<file path="src/rtl/flyby_dma_pkg.sv">
package flyby_dma_pkg;

    typedef enum logic {
        ST_IDLE = 1'b0,
        ST_XFER = 1'b1
    } seq_state_e;

    localparam logic [1:0] SEL_ADDR  = 2'd0;
    localparam logic [1:0] SEL_COUNT = 2'd1;
    localparam logic [1:0] SEL_CTRL  = 2'd2;
    localparam logic [1:0] SEL_STAT  = 2'd3;

    localparam int STAT_BITS = 3;

    typedef struct packed {
        logic err;
        logic done;
        logic busy;
    } stat_t;

    function automatic logic is_start(input logic wr, input logic [1:0] sel, input logic bit0);
        return wr && (sel == SEL_CTRL) && bit0;
    endfunction

endpackage

</file>
<file path="src/rtl/flyby_dma_regs.sv">
module flyby_dma_regs #(
    parameter int ADDR_W     = 32,
    parameter int CNT_W      = 16,
    parameter int WORD_BYTES = 4
) (
    input  logic              clk,
    input  logic              rst,
    input  logic              ld_addr,
    input  logic              ld_cnt,
    input  logic [ADDR_W-1:0] addr_wdata,
    input  logic [CNT_W-1:0]  cnt_wdata,
    input  logic              step,
    output logic [ADDR_W-1:0] cur_addr,
    output logic [CNT_W-1:0]  cur_cnt,
    output logic              cnt_zero,
    output logic              cnt_last
);
    localparam logic [ADDR_W-1:0] ADDR_STEP = ADDR_W'(WORD_BYTES);
    localparam logic [CNT_W-1:0]  CNT_STEP  = CNT_W'(WORD_BYTES);

    logic [ADDR_W-1:0] addr_q;
    logic [CNT_W-1:0]  cnt_q;

    assign cnt_zero = (cnt_q == '0);
    assign cnt_last = (cnt_q <= CNT_STEP);

    always_ff @(posedge clk) begin
        if (rst) begin
            addr_q <= '0;
        end else if (ld_addr) begin
            addr_q <= addr_wdata;
        end else if (step) begin
            addr_q <= addr_q + ADDR_STEP;
        end
    end

    always_ff @(posedge clk) begin
        if (rst) begin
            cnt_q <= '0;
        end else if (ld_cnt) begin
            cnt_q <= cnt_wdata;
        end else if (step) begin
            cnt_q <= cnt_last ? '0 : (cnt_q - CNT_STEP);
        end
    end

    assign cur_addr = addr_q;
    assign cur_cnt  = cnt_q;
endmodule

</file>
<file path="src/rtl/flyby_dma_watchdog.sv">
module flyby_dma_watchdog #(
    parameter int TIMEOUT = 64
) (
    input  logic clk,
    input  logic rst,
    input  logic run,
    input  logic ack,
    output logic expired
);
    localparam int TW = (TIMEOUT > 2) ? $clog2(TIMEOUT) : 1;
    localparam logic [TW-1:0] LIMIT = TW'(TIMEOUT - 1);

    logic [TW-1:0] wait_q;

    always_ff @(posedge clk) begin
        if (rst || !run || ack) begin
            wait_q <= '0;
        end else begin
            wait_q <= wait_q + 1'b1;
        end
    end

    assign expired = run && !ack && (wait_q == LIMIT);
endmodule

</file>
<file path="src/rtl/flyby_dma_seq.sv">
module flyby_dma_seq
    import flyby_dma_pkg::*;
(
    input  logic  clk,
    input  logic  rst,
    input  logic  start,
    input  logic  stat_rd,
    input  logic  cnt_zero,
    input  logic  cnt_last,
    input  logic  ack,
    input  logic  expired,
    output logic  req,
    output logic  step,
    output stat_t stat,
    output logic  irq
);
    seq_state_e state_q;
    logic       done_q;
    logic       err_q;
    logic       irq_q;

    always_ff @(posedge clk) begin
        if (rst) begin
            state_q <= ST_IDLE;
            done_q  <= 1'b0;
            err_q   <= 1'b0;
            irq_q   <= 1'b0;
        end else begin
            if (stat_rd) begin
                irq_q <= 1'b0;
            end
            unique case (state_q)
                ST_IDLE: begin
                    if (start) begin
                        err_q <= 1'b0;
                        if (cnt_zero) begin
                            done_q <= 1'b1;
                            irq_q  <= 1'b1;
                        end else begin
                            done_q  <= 1'b0;
                            state_q <= ST_XFER;
                        end
                    end
                end
                ST_XFER: begin
                    if (ack) begin
                        if (cnt_last) begin
                            state_q <= ST_IDLE;
                            done_q  <= 1'b1;
                            irq_q   <= 1'b1;
                        end
                    end else if (expired) begin
                        state_q <= ST_IDLE;
                        err_q   <= 1'b1;
                        irq_q   <= 1'b1;
                    end
                end
                default: state_q <= ST_IDLE;
            endcase
        end
    end

    assign req       = (state_q == ST_XFER);
    assign step      = req && ack;
    assign stat.busy = req;
    assign stat.done = done_q;
    assign stat.err  = err_q;
    assign irq       = irq_q;
endmodule

</file>
<file path="src/rtl/flyby_dma.sv">
module flyby_dma
    import flyby_dma_pkg::*;
#(
    parameter int ADDR_W     = 32,
    parameter int CNT_W      = 16,
    parameter int WORD_BYTES = 4,
    parameter int TIMEOUT    = 64
) (
    input  logic              clk,
    input  logic              rst,
    input  logic              cpu_wr,
    input  logic              cpu_rd,
    input  logic [1:0]        cpu_sel,
    input  logic [ADDR_W-1:0] cpu_wdata,
    output logic [ADDR_W-1:0] cpu_rdata,
    output logic              dev_req,
    output logic [ADDR_W-1:0] dev_addr,
    input  logic              dev_ack,
    output logic              irq
);
    localparam int STAT_PAD = ADDR_W - STAT_BITS;
    localparam int CNT_PAD  = ADDR_W - CNT_W;

    logic              busy;
    logic              ld_addr;
    logic              ld_cnt;
    logic              start;
    logic              stat_rd;
    logic              step;
    logic              cnt_zero;
    logic              cnt_last;
    logic              expired;
    logic [ADDR_W-1:0] cur_addr;
    logic [CNT_W-1:0]  cur_cnt;
    stat_t             stat;

    assign busy    = stat.busy;
    assign ld_addr = cpu_wr && (cpu_sel == SEL_ADDR)  && !busy;
    assign ld_cnt  = cpu_wr && (cpu_sel == SEL_COUNT) && !busy;
    assign start   = is_start(cpu_wr, cpu_sel, cpu_wdata[0]) && !busy;
    assign stat_rd = cpu_rd && (cpu_sel == SEL_STAT);

    flyby_dma_regs #(
        .ADDR_W     (ADDR_W),
        .CNT_W      (CNT_W),
        .WORD_BYTES (WORD_BYTES)
    ) u_regs (
        .clk        (clk),
        .rst        (rst),
        .ld_addr    (ld_addr),
        .ld_cnt     (ld_cnt),
        .addr_wdata (cpu_wdata),
        .cnt_wdata  (cpu_wdata[CNT_W-1:0]),
        .step       (step),
        .cur_addr   (cur_addr),
        .cur_cnt    (cur_cnt),
        .cnt_zero   (cnt_zero),
        .cnt_last   (cnt_last)
    );

    flyby_dma_watchdog #(
        .TIMEOUT (TIMEOUT)
    ) u_wdog (
        .clk     (clk),
        .rst     (rst),
        .run     (busy),
        .ack     (dev_ack),
        .expired (expired)
    );

    flyby_dma_seq u_seq (
        .clk      (clk),
        .rst      (rst),
        .start    (start),
        .stat_rd  (stat_rd),
        .cnt_zero (cnt_zero),
        .cnt_last (cnt_last),
        .ack      (dev_ack),
        .expired  (expired),
        .req      (dev_req),
        .step     (step),
        .stat     (stat),
        .irq      (irq)
    );

    assign dev_addr = cur_addr;

    always_comb begin
        unique case (cpu_sel)
            SEL_ADDR:  cpu_rdata = cur_addr;
            SEL_COUNT: cpu_rdata = {{CNT_PAD{1'b0}}, cur_cnt};
            SEL_STAT:  cpu_rdata = {{STAT_PAD{1'b0}}, stat};
            default:   cpu_rdata = '0;
        endcase
    end
endmodule

</file>
<file path="config.mk">
export PLATFORM = sky130hd
export DESIGN_NAME = flyby_dma
export DESIGN_NICKNAME = d
export VERILOG_FILES = /design/src/rtl/flyby_dma_pkg.sv /design/src/rtl/flyby_dma_regs.sv /design/src/rtl/flyby_dma_watchdog.sv /design/src/rtl/flyby_dma_seq.sv /design/src/rtl/flyby_dma.sv
export SDC_FILE = /design/constraint.sdc
export NUM_CORES = 1
export LEC_CHECK = 0
export BUFFER_PORTS_ARGS = -buffer_cell sky130_fd_sc_hd__buf_2
export CORE_AREA = 2 2 66 131
export CTS_CLUSTER_DIAMETER = 50
export DETAILED_ROUTE_END_ITERATION = 10
export DIE_AREA = 0 0 68 133
export GPL_TIMING_DRIVEN = 0
export PLACE_DENSITY_LB_ADDON = 0.05
export SLEW_MARGIN = 5
export SYNTH_ARGS = -nofsm -noshare
export SYNTH_HDL_FRONTEND = slang
export SYNTH_HIERARCHICAL = 1
export SYNTH_SLANG_ARGS = --single-unit
export TNS_END_PERCENT = 10
</file>
<file path="constraint.sdc">
create_clock -name clk -period 2.86 [get_ports clk]
set_input_delay 0.286 -clock clk [delete_from_list [all_inputs] [get_ports clk]]
set_output_delay 0.286 -clock clk [all_outputs]
set_load 0.01 [all_outputs]
</file>
Word level (Yosys, flattened, before mapping)

Index checks and enable logic that the tools add are counted.

Reductions and logical operators: 21
Bitwise logic cells: 1
Equality and inequality tests: 9
$add $sub $neg: 3
Multiplexer cells: 28
Order comparisons: 1

Operators with widths:

| cell                    | count |
|---|---|
| $pmux W32 S3            | 1 |
| $mux W32                | 2 |
| $mux W16                | 3 |
| $add A32 B3 Y32 const B | 1 |
| $mux W1                 | 18 |
| $le A16 B3 Y1 const B   | 1 |
| $logic_not A16 Y1       | 1 |
| $sub A16 B3 Y16 const B | 1 |
| $logic_and A1 B1 Y1     | 11 |
| $ne A2 B2 Y1 const B    | 5 |
| $pmux W1 S2             | 4 |
| $add A6 B1 Y6 const B   | 1 |
| $eq A6 B6 Y1 const B    | 1 |
| $reduce_and A3 Y1       | 2 |
| $eq A2 B2 Y1 const B    | 2 |
| $reduce_bool A2 Y1      | 2 |
| $eq A2 B1 Y1 const B    | 1 |
| $logic_not A1 Y1        | 2 |
| $logic_not A2 Y1        | 1 |
| $logic_or A1 B1 Y1      | 2 |
| $not A1 Y1              | 1 |

Bits in registers: 58
Input port bits: 39
Logic and storage cells: 70
Output and inout port bits: 66

Longest topological paths before layout

Gate-level depths: netlist of the first run.

Depth in word-level cells: 6
Mapped depth: 8
Gate-level depth less buffers: 7

Modules after synthesis

The synthesis of the first run kept the hierarchy.

Modules (own cells, without submodules):

| module             | cells each | area each (µm²) | sequential area each (µm²) | times used |
|---|---|---|---|---|
| flyby_dma_regs     | 315        | 2615.0          | 960.9                      | 1 |
| flyby_dma          | 64         | 459.2           | 0.0                        | 1 |
| flyby_dma_watchdog | 27         | 241.5           | 120.1                      | 1 |
| flyby_dma_seq      | 24         | 220.2           | 80.1                       | 1 |

Worst setup path before layout of the first run

Ideal clock, no wire load.

Kind: reg2reg
Start point: register u_regs.cnt_q[4], in the netlist u_regs/cur_cnt[4]
End point: register u_seq.done_q
Data arrival time: 1911 ps
Path buffers: 0
Clock period less this slack: 1997 ps
Setup time: 86 ps
Path slack: 863 ps
Required time: 2774 ps
Cell stages (with the launch flop): 8
Cells stage by stage: dfxtp_1 > or4_1 > nor3_1 > nand2_1 > nor4_1 > mux2_1 > nor2_1 > a211oi_1

Word-level cells in the longest chain between the ends: 4
Elaborated cells on any way between the ends: 7
Those cells by class: order compare: 1; eq/ne: 1; mux: 3; reduce/logical: 2

RTL lines:

| what                     | line                 | source |
|---|---|---|
| start: declaration       | flyby_dma_regs.sv:22 | `logic [CNT_W-1:0] cnt_q;` |
| start signal: assignment | flyby_dma_regs.sv:41 | `cnt_q <= cnt_wdata;` |
| start signal: assignment | flyby_dma_regs.sv:43 | `cnt_q <= cnt_last ? '0 : (cnt_q - CNT_STEP);` |
| $logic_not A16 Y1        | flyby_dma_regs.sv:24 | `assign cnt_zero = (cnt_q == '0);` |
| net cnt_zero             | flyby_dma.sv:30      | `logic cnt_zero;` |
| $mux W1                  | flyby_dma_seq.sv:36  | `if (cnt_zero) begin` |
| $mux W1                  | flyby_dma_seq.sv:34  | `if (start) begin` |
| $pmux W1 S2              | flyby_dma_seq.sv:32  | `unique case (state_q)` |
| end signal: assignment   | flyby_dma_seq.sv:37  | `done_q <= 1'b1;` |
| end signal: assignment   | flyby_dma_seq.sv:40  | `done_q <= 1'b0;` |
| end signal: assignment   | flyby_dma_seq.sv:49  | `done_q <= 1'b1;` |
| end: declaration         | flyby_dma_seq.sv:18  | `logic done_q;` |

The timed path passes the listed nets, and every way through them passes these cells. The select of a mux whose other input is x is not followed.
A chain may end at the register's enable or synchronous reset.

Worst setup path in the final report of the first run

Ends and elaborated chain as after synthesis.

==> results of run 1 <==
==> layout by cell type (no fill, tap or decap), drive strengths merged, types with 3 or more instances in the layout <==
master	n
xnor2	13
nor2b	3
nor2	62
clkbuf	22
inv	10
nand3	16
nand4	14
ha	4
or3	9
xor2	28
nand2	32
nor3b	4
nand2b	3
mux2i	22
and3	6
buf	117
nor4	9
nor3	13
a21oi	24
a211oi	19
bufinv	3
dfxtp	58
and2	17
o21ai	16
==> worst min-delay path, cell delays in order <==
cell     delay [ns]
buf_2          0.09
nand2_1        0.04
o21ai_0        0.05
==> path summary, 6_finish.rpt <==
| check | start | endpoint | slack (ns) |
|---|---|---|---|
| max | u_regs/cur_cnt[4] | u_seq/done_q | 0.45 |
| min | cpu_wdata[7] | u_regs/cur_cnt[7] | 0.17 |
| max reg2reg | u_regs/cur_cnt[4] | u_seq/done_q | 0.45 |
| min reg2reg | u_wdog/wait_q[0] | u_wdog/wait_q[0] | 0.46 |
==> where the power goes <==
group	total, uW	switching, uW	internal [uW]
clock network	1270	376	894
logic	375	215	160
registers	909	59.2	850
==> state kept, by name, indices dropped and copies added (netlist names) <==
name,flops
u_wdog/wait_q,6
u_seq/done_q,1
u_seq/err_q,1
u_regs/cur_cnt,16
u_regs/cur_addr,32
u_seq/irq,1
u_seq/req,1
==> final cells by class <==
class	count	area [sq um]	share of cell area [%]
multi-input combinational	337	2180	48.2
sequential	58	1160	25.6
timing repair buffer	103	515	11.4
clock buffer	11	253	5.58
buffer	25	154	3.40
tap	98	123	2.71
clock inverter	5	100	2.21
inverter	10	37.5	0.829
==> cell usage after synthesis, types with 4 or more instances <==
master and count:
inv_1 9, a211oi_1 18, nor3_1 12, or3_1 9
buf_1 4, o21ai_0 12, nor4_1 6, and3_1 5
nor2_1 61, xor2_1 28, nand2_1 32, buf_4 4
xnor2_1 13, a21oi_1 24, mux2i_1 22, ha_1 4
dfxtp_1 58, nand4_1 11, and2_1 17, clkbuf_1 11
nand3_1 16
==> cell families after synthesis <==
| family | after synthesis |
|---|---|
| flip-flops | 58 |
| buffers and inverters | 35 |
| AND/OR/NAND/NOR | 196 |
| XOR/XNOR | 41 |
| multiplexers | 24 |
| AO/OA/AOI/OAI | 72 |
| adder cells (fa/ha/maj) | 4 |
==> routing by layer <==
| metal | up-vias | global-route usage (%) | wire length (um) |
|---|---|---|---|
| met5 | - | 0 | 0 |
| met4 | 0 | 8.44 | 154 |
| met3 | 11 | 4.68 | 516 |
| met2 | 97 | 37.3 | 4950 |
| met1 | 1613 | 30.1 | 4470 |
| li1 | 1747 | - | - |
==> metrics by stage <==
stage | util, % | total power, uW | worst slack, ns | instances | area (sq um)
2_1_floorplan | - | 1160 | 0.863 | 430 | 3540
3_3_place_gp | 51.4 | 1300 | 0.486 | 631 | 4170
6_report | 55.8 | 2550 | 0.452 | 647 | 4530
5_1_grt | 55.8 | 2650 | 0.260 | 647 | 4530
3_5_place_dp | 51.4 | 1300 | 0.477 | 631 | 4170
4_1_cts | 55.8 | 2570 | 0.466 | 647 | 4530
==> results by group, run 1 <==
Power and ir drop
  – PD cells: 564 mW/mm^2
  – Peak supply drop: 0.288 mV
  – P_leak: 0.00202 uW

Layout
  – Antenna Cells: 0
  – Final nets: 587
  – Area Overhead vs Synth: 28.0%
  – Share of layout cells above drive strength 1: 26.0%
  – Fillers: 814

Clock network
  – Worst-Skew Late Latency: 0.33 ns
  – TritonCTS clock tree: done
  – Longest Clk Path Bufs: 2
  – Post-CTS Resized: 0
  – Hold Buf Count CTS: 0
  – Clock sinks: 58
  – H-tree lvl count: 3
  – Total CTS buffers: 9
  – Clk slew on worst S/H paths: 0.05 ns
  – Post-CTS setup repair buffer count: 0
  – Root Buffer: clkbuf_16

GRT
  – Global route overflow: 0
  – Number of global-route vias before repair: 3168
  – Initial antenna violation count: 0
  – Largest net degree at the start of global routing: 13
  – Gr usage total: 23.3%
  – First-pass GRT wire length: 15.9 mm

Yosys
  – #FFs+latches synth: 58
  – Post-synth EDFFs: 0
  – Simple-Gate Fraction of Synth Area: 30.4%
  – Yosys top cell area share: 32.8%
  – Synth Area in XOR/XNOR: 10.2%
  – Syn Area/Cell: 8.22 sq um
  – Synth Area in Adders: 1.42%
  – Area contributors post-synth: dfxtp_1 (33%), xor2_1 (6.9%), nor2_1 (6.5%)
  – Seq/Total Area, Yosys: 32.8%
  – Multiplexer share of the synthesized area: 6.86%
  – Main combinational cell family by area after synthesis: simple AND/OR/NAND/NOR gates
  – Cells after Synth: 430
  – Netlist cell types: 58
  – Area leader, netlist: dfxtp_1
  – Complex-gate fraction of the synthesized area: 12.9%
  – Yosys warnings: 6
  – Main synth FF type: dfxtp_1
  – Mapped Area: 0.00354 sq mm
  – Syn_nets: 473
  – Post-synth ARST share: 0%

STA
  – Setup Viol. Count Final: 0
  – Worst Tran Pin Value: 0.682 ns
  – WHS: 0.172 ns
  – Slew HR: 54.6%
  – Fin crit share: 84.2%
  – Slew Limit Fails: 0
  – RSZ-0062 raised after global routing: no
  – Worst Clk Skew: 0.00523 ns
  – Fin. Hold Viols: 0
  – Minimum clock period: 2.41 ns
  – Peak Freq: 415 MHz
  – Setup_tns: 0 ns

Detailed routing
  – Vias after detailed routing: 3468
  – Router iterations before antenna repair: 4
  – Vias per inst: 5.36
  – WL final: 10.1 mm
  – Final ANT Viol Nets: 0
  – DR DRC count: 0
  – Drt wl/cell: 15.6 um
  – Detailed router's first-iteration violation count: 238

Worst setup path
  – CP Max Fanout: 7
  – Crit end category: flop
  – WS Path Type: flop to flop
  – CP Launch Type: flop
  – Delay-heaviest family, CP: simple AND/OR/NAND/NOR gates
  – Worst EP arrival: 2.65 ns
  – Crit path max-delay cell type: or4_1
  – Critical path required time: 3.10 ns
  – Max stage delay on crit path: 0.59 ns
  – Worst path bufs/invs: 0
  – Worst Reg2Reg Path Length in Cells: 7
  – Stages on worst setup path: 7
  – Critical path, cell by cell: or4_1, nor3_1, nand2_1, nor4_1, mux2_1, nor2_1, a211oi_1

Floorplanning
  – Num ports: 105
  – Die Span Y: 133 um
  – Starting density of the core: 43.6%
  – Die ar.: 0.00904 sq mm
  – Die Wd: 68 um
  – Rows: 47
  – Core Box Area: 0.00812 sq mm

Place
  – Post-DP HPWL: 7.45 mm
  – I/O Buffers: 103
  – Routability cong.: 0.853

Hold path
  – Hold crit path type: input port to flop
  – Hold depth: 3

Flow run
  – Max Cap Violations: 0

Status
  – Outcome: finished, final reports clean
Power figures use the tool's default switching activity.
==> inputs of run 2 (changes only) <==
- clock period: 2.86 -> 2.1 ns (I/O delays scaled with it)
==> run 2 against run 1 <==
Effect of this change: non-clock buffer count increased by 4; die area unchanged; register-to-register slack got worse by 0.36 ns; total power increased by 38%; sequential share of layout area decreased by 0.58 points; count of clock-buffer cells in the layout unchanged; combinational power increased by 47%; hold slack got worse by 0.079 ns; clock power increased by 36%; cell count increased by 0.62%; fmax increased by 20%; global-route usage increased by 0.20 points; highest routed layer unchanged.
==> results by group, run 2 (synthesis results as in run 1) <==
Power and ir drop
  – Pint: 2620 uW
  – Clk pwr share: 49.0%
  – Final Power: 3530 uW
  – P_leak: 0.00208 uW
  – Sw frac: 25.8%
  – Comb power frac: 15.6%
  – Psw: 910 uW
  – PD cells: 758 mW/mm^2
  – Peak supply drop: 0.412 mV
  – Seq pwr share: 35.4%

Place
  – Routability cong.: 0.853
  – Post-DP HPWL: 7.45 mm
  – I/O Buffers: 103
  – Placed insts: 631

Worst setup path
  – Reg2reg start: u_regs/cur_cnt[5]
  – CP Max Fanout: 6
  – CP Launch Type: flop
  – Delay-heaviest family, CP: simple AND/OR/NAND/NOR gates
  – Crit path max-delay cell type: or4_4
  – Worst Reg2Reg Path Length in Cells: 7
  – Worst flop-to-flop path endpoint: u_seq/done_q
  – Worst EP arrival: 2.25 ns
  – Critical path, cell by cell: or4_4, nor3_4, nand2_1, nor4_4, mux2_1, nor2_1, a211oi_1
  – CP startpoint: u_regs/cur_cnt[5]
  – Worst setup path end: u_seq/done_q
  – WS Path Type: flop to flop
  – Crit end category: flop
  – Max stage delay on crit path: 0.58 ns
  – Minimum setup slack among reg-to-reg paths: 0.09 ns
  – Worst path bufs/invs: 0
  – Stages on worst setup path: 7
  – Critical path required time: 2.34 ns

Layout
  – Share of layout cells above drive strength 1: 29.7%
  – Area occupied by multi-input gates: 0.00226 sq mm
  – Commonest non-fill, non-tap cell in the layout: buf_2
  – Fillers: 805
  – Final nets: 591
  – Area Overhead vs Synth: 31.7%
  – Max reg flops: 32
  – Sequential Area: 0.00117 sq mm
  – Non-Filler Instances: 651
  – Most frequent cells in the layout: buf_2 (105), nor2_1 (61), dfxtp_1 (55), nand2_1 (32), xor2_1 (28)
  – Antenna Cells: 0

Clock network
  – Clock sinks: 58
  – Root Buffer: clkbuf_16
  – Clk slew on worst S/H paths: 0.05 ns
  – Longest Clk Path Bufs: 2
  – Total CTS buffers: 9
  – Worst-Skew Late Latency: 0.33 ns
  – TritonCTS clock tree: done
  – H-tree lvl count: 3

STA
  – RSZ-0062 raised after global routing: yes
  – Setup_tns: 0 ns
  – Fin crit share: 95.6%
  – Fin. Hold Viols: 0
  – Worst Clk Skew: 0.00572 ns
  – Minimum clock period: 2.01 ns
  – Worst Tran Pin Value: 0.579 ns
  – Peak Freq: 498 MHz
  – Slew HR: 61.4%
  – Setup Viol. Count Final: 0
  – Slew Limit Fails: 0

GRT
  – Largest net degree at the start of global routing: 13
  – First-pass GRT wire length: 16.1 mm
  – Initial antenna violation count: 0
  – Gr usage total: 23.5%
  – Global route overflow: 0
  – Number of global-route vias before repair: 3194

Floorplanning
  – Die ar.: 0.00904 sq mm
  – Die Wd: 68 um
  – Num ports: 105
  – Rows: 47
  – Starting density of the core: 43.6%
  – Core Box Area: 0.00812 sq mm
  – Die Span Y: 133 um

Detailed routing
  – Drt wl/cell: 15.7 um
  – Vias per inst: 5.38
  – DR DRC count: 0
  – Final ANT Viol Nets: 0
  – Router iterations before antenna repair: 4
  – WL final: 10.2 mm
  – Vias after detailed routing: 3505
  – Detailed router's first-iteration violation count: 247

Flow run
  – Max Cap Violations: 0

Status
  – Outcome: finished, final reports clean

Hold path
  – Hold crit path type: input port to flop
  – Hold depth: 3
[run 2: cell types whose count changed in the layout (fill, tap and decap cells not counted), moves of 3 or more]
cell	change
buf_4	+4
clkbuf_1	-5
clkbuf_2	+5
dfxtp_1	-3
nor4_1	-3
[run 2: power groups by stage]
stage	Combinational (uW)	Clock (uW)	Sequential [uW]
after floorplan	324	0	1260
after global placement	507	0	1260
after detailed placement	509	0	1260
after CTS	528	1750	1240
after global routing	606	1800	1260
final	552	1730	1250
[run 2: repair_timing]
item                                    4_1_cts  5_1_grt
buffers inserted                              3        1
endpoints found under the setup margin       48       33
pin swaps                                     2        2
hold endpoints to repair                      0        0
gates resized for setup                      10       18
hold buffers                                  0        0
[run 2: per-stage QoR]
step	setup slack [ns]	area [sq um]	hold WS, ns	utilization [%]
after detailed placement	-0.283	4170	0.432	51.4
after global routing	-0.0370	4660	0.114	57.4
after CTS	0.0104	4590	0.0874	56.5
final	0.0932	4660	0.0928	57.4
after global placement	-0.274	4170	0.425	51.4
after floorplan	0.103	3540	0.279	-
[run 2: per-layer routing]
| metal | share of wire, % | wire length (um) | up-vias | global-route usage [%] |
|---|---|---|---|---|
| met3 | 4.8 | 493 | 12 | 4.68 |
| met5 | 0 | 0 | - | 0 |
| met4 | 1.9 | 194 | 0 | 8.44 |
| met1 | 44 | 4480 | 1642 | 30.6 |
| met2 | 50 | 5080 | 92 | 37.4 |
| li1 | - | - | 1759 | - |
[run 2: area by class of cell]
cell class,count,share of cell area (%)
well taps,98,2.63
repair buffers,107,11.8
inverters,10,0.806
multi-input cells,337,48.6
clock inverters,5,2.15
flip-flops and latches,58,25.1
plain buffers,25,3.52
clock buffers,11,5.43
[run 2: worst reg2reg max path, cell delays in order (launching register included)]
cell and delay (ns):
dfxtp_1 0.38, or4_4 0.58, nor3_4 0.17, nand2_1 0.13
nor4_4 0.23, mux2_1 0.19, nor2_1 0.04, a211oi_1 0.19
[run 2: how the worst min path moves through the flow]
stage / start / end / slack, ns
final: cpu_wdata[7] / u_regs/cur_cnt[7] / 0.09
after global routing: cpu_wdata[9] / u_regs/cur_cnt[9] / 0.11
after CTS: cpu_wdata[7] / u_regs/cur_cnt[7] / 0.09
after detailed placement: cpu_wdata[7] / u_regs/cur_cnt[7] / 0.43
after global placement: cpu_wdata[6] / u_regs/cur_cnt[6] / 0.42
after floorplan: rst / u_seq/err_q / 0.28
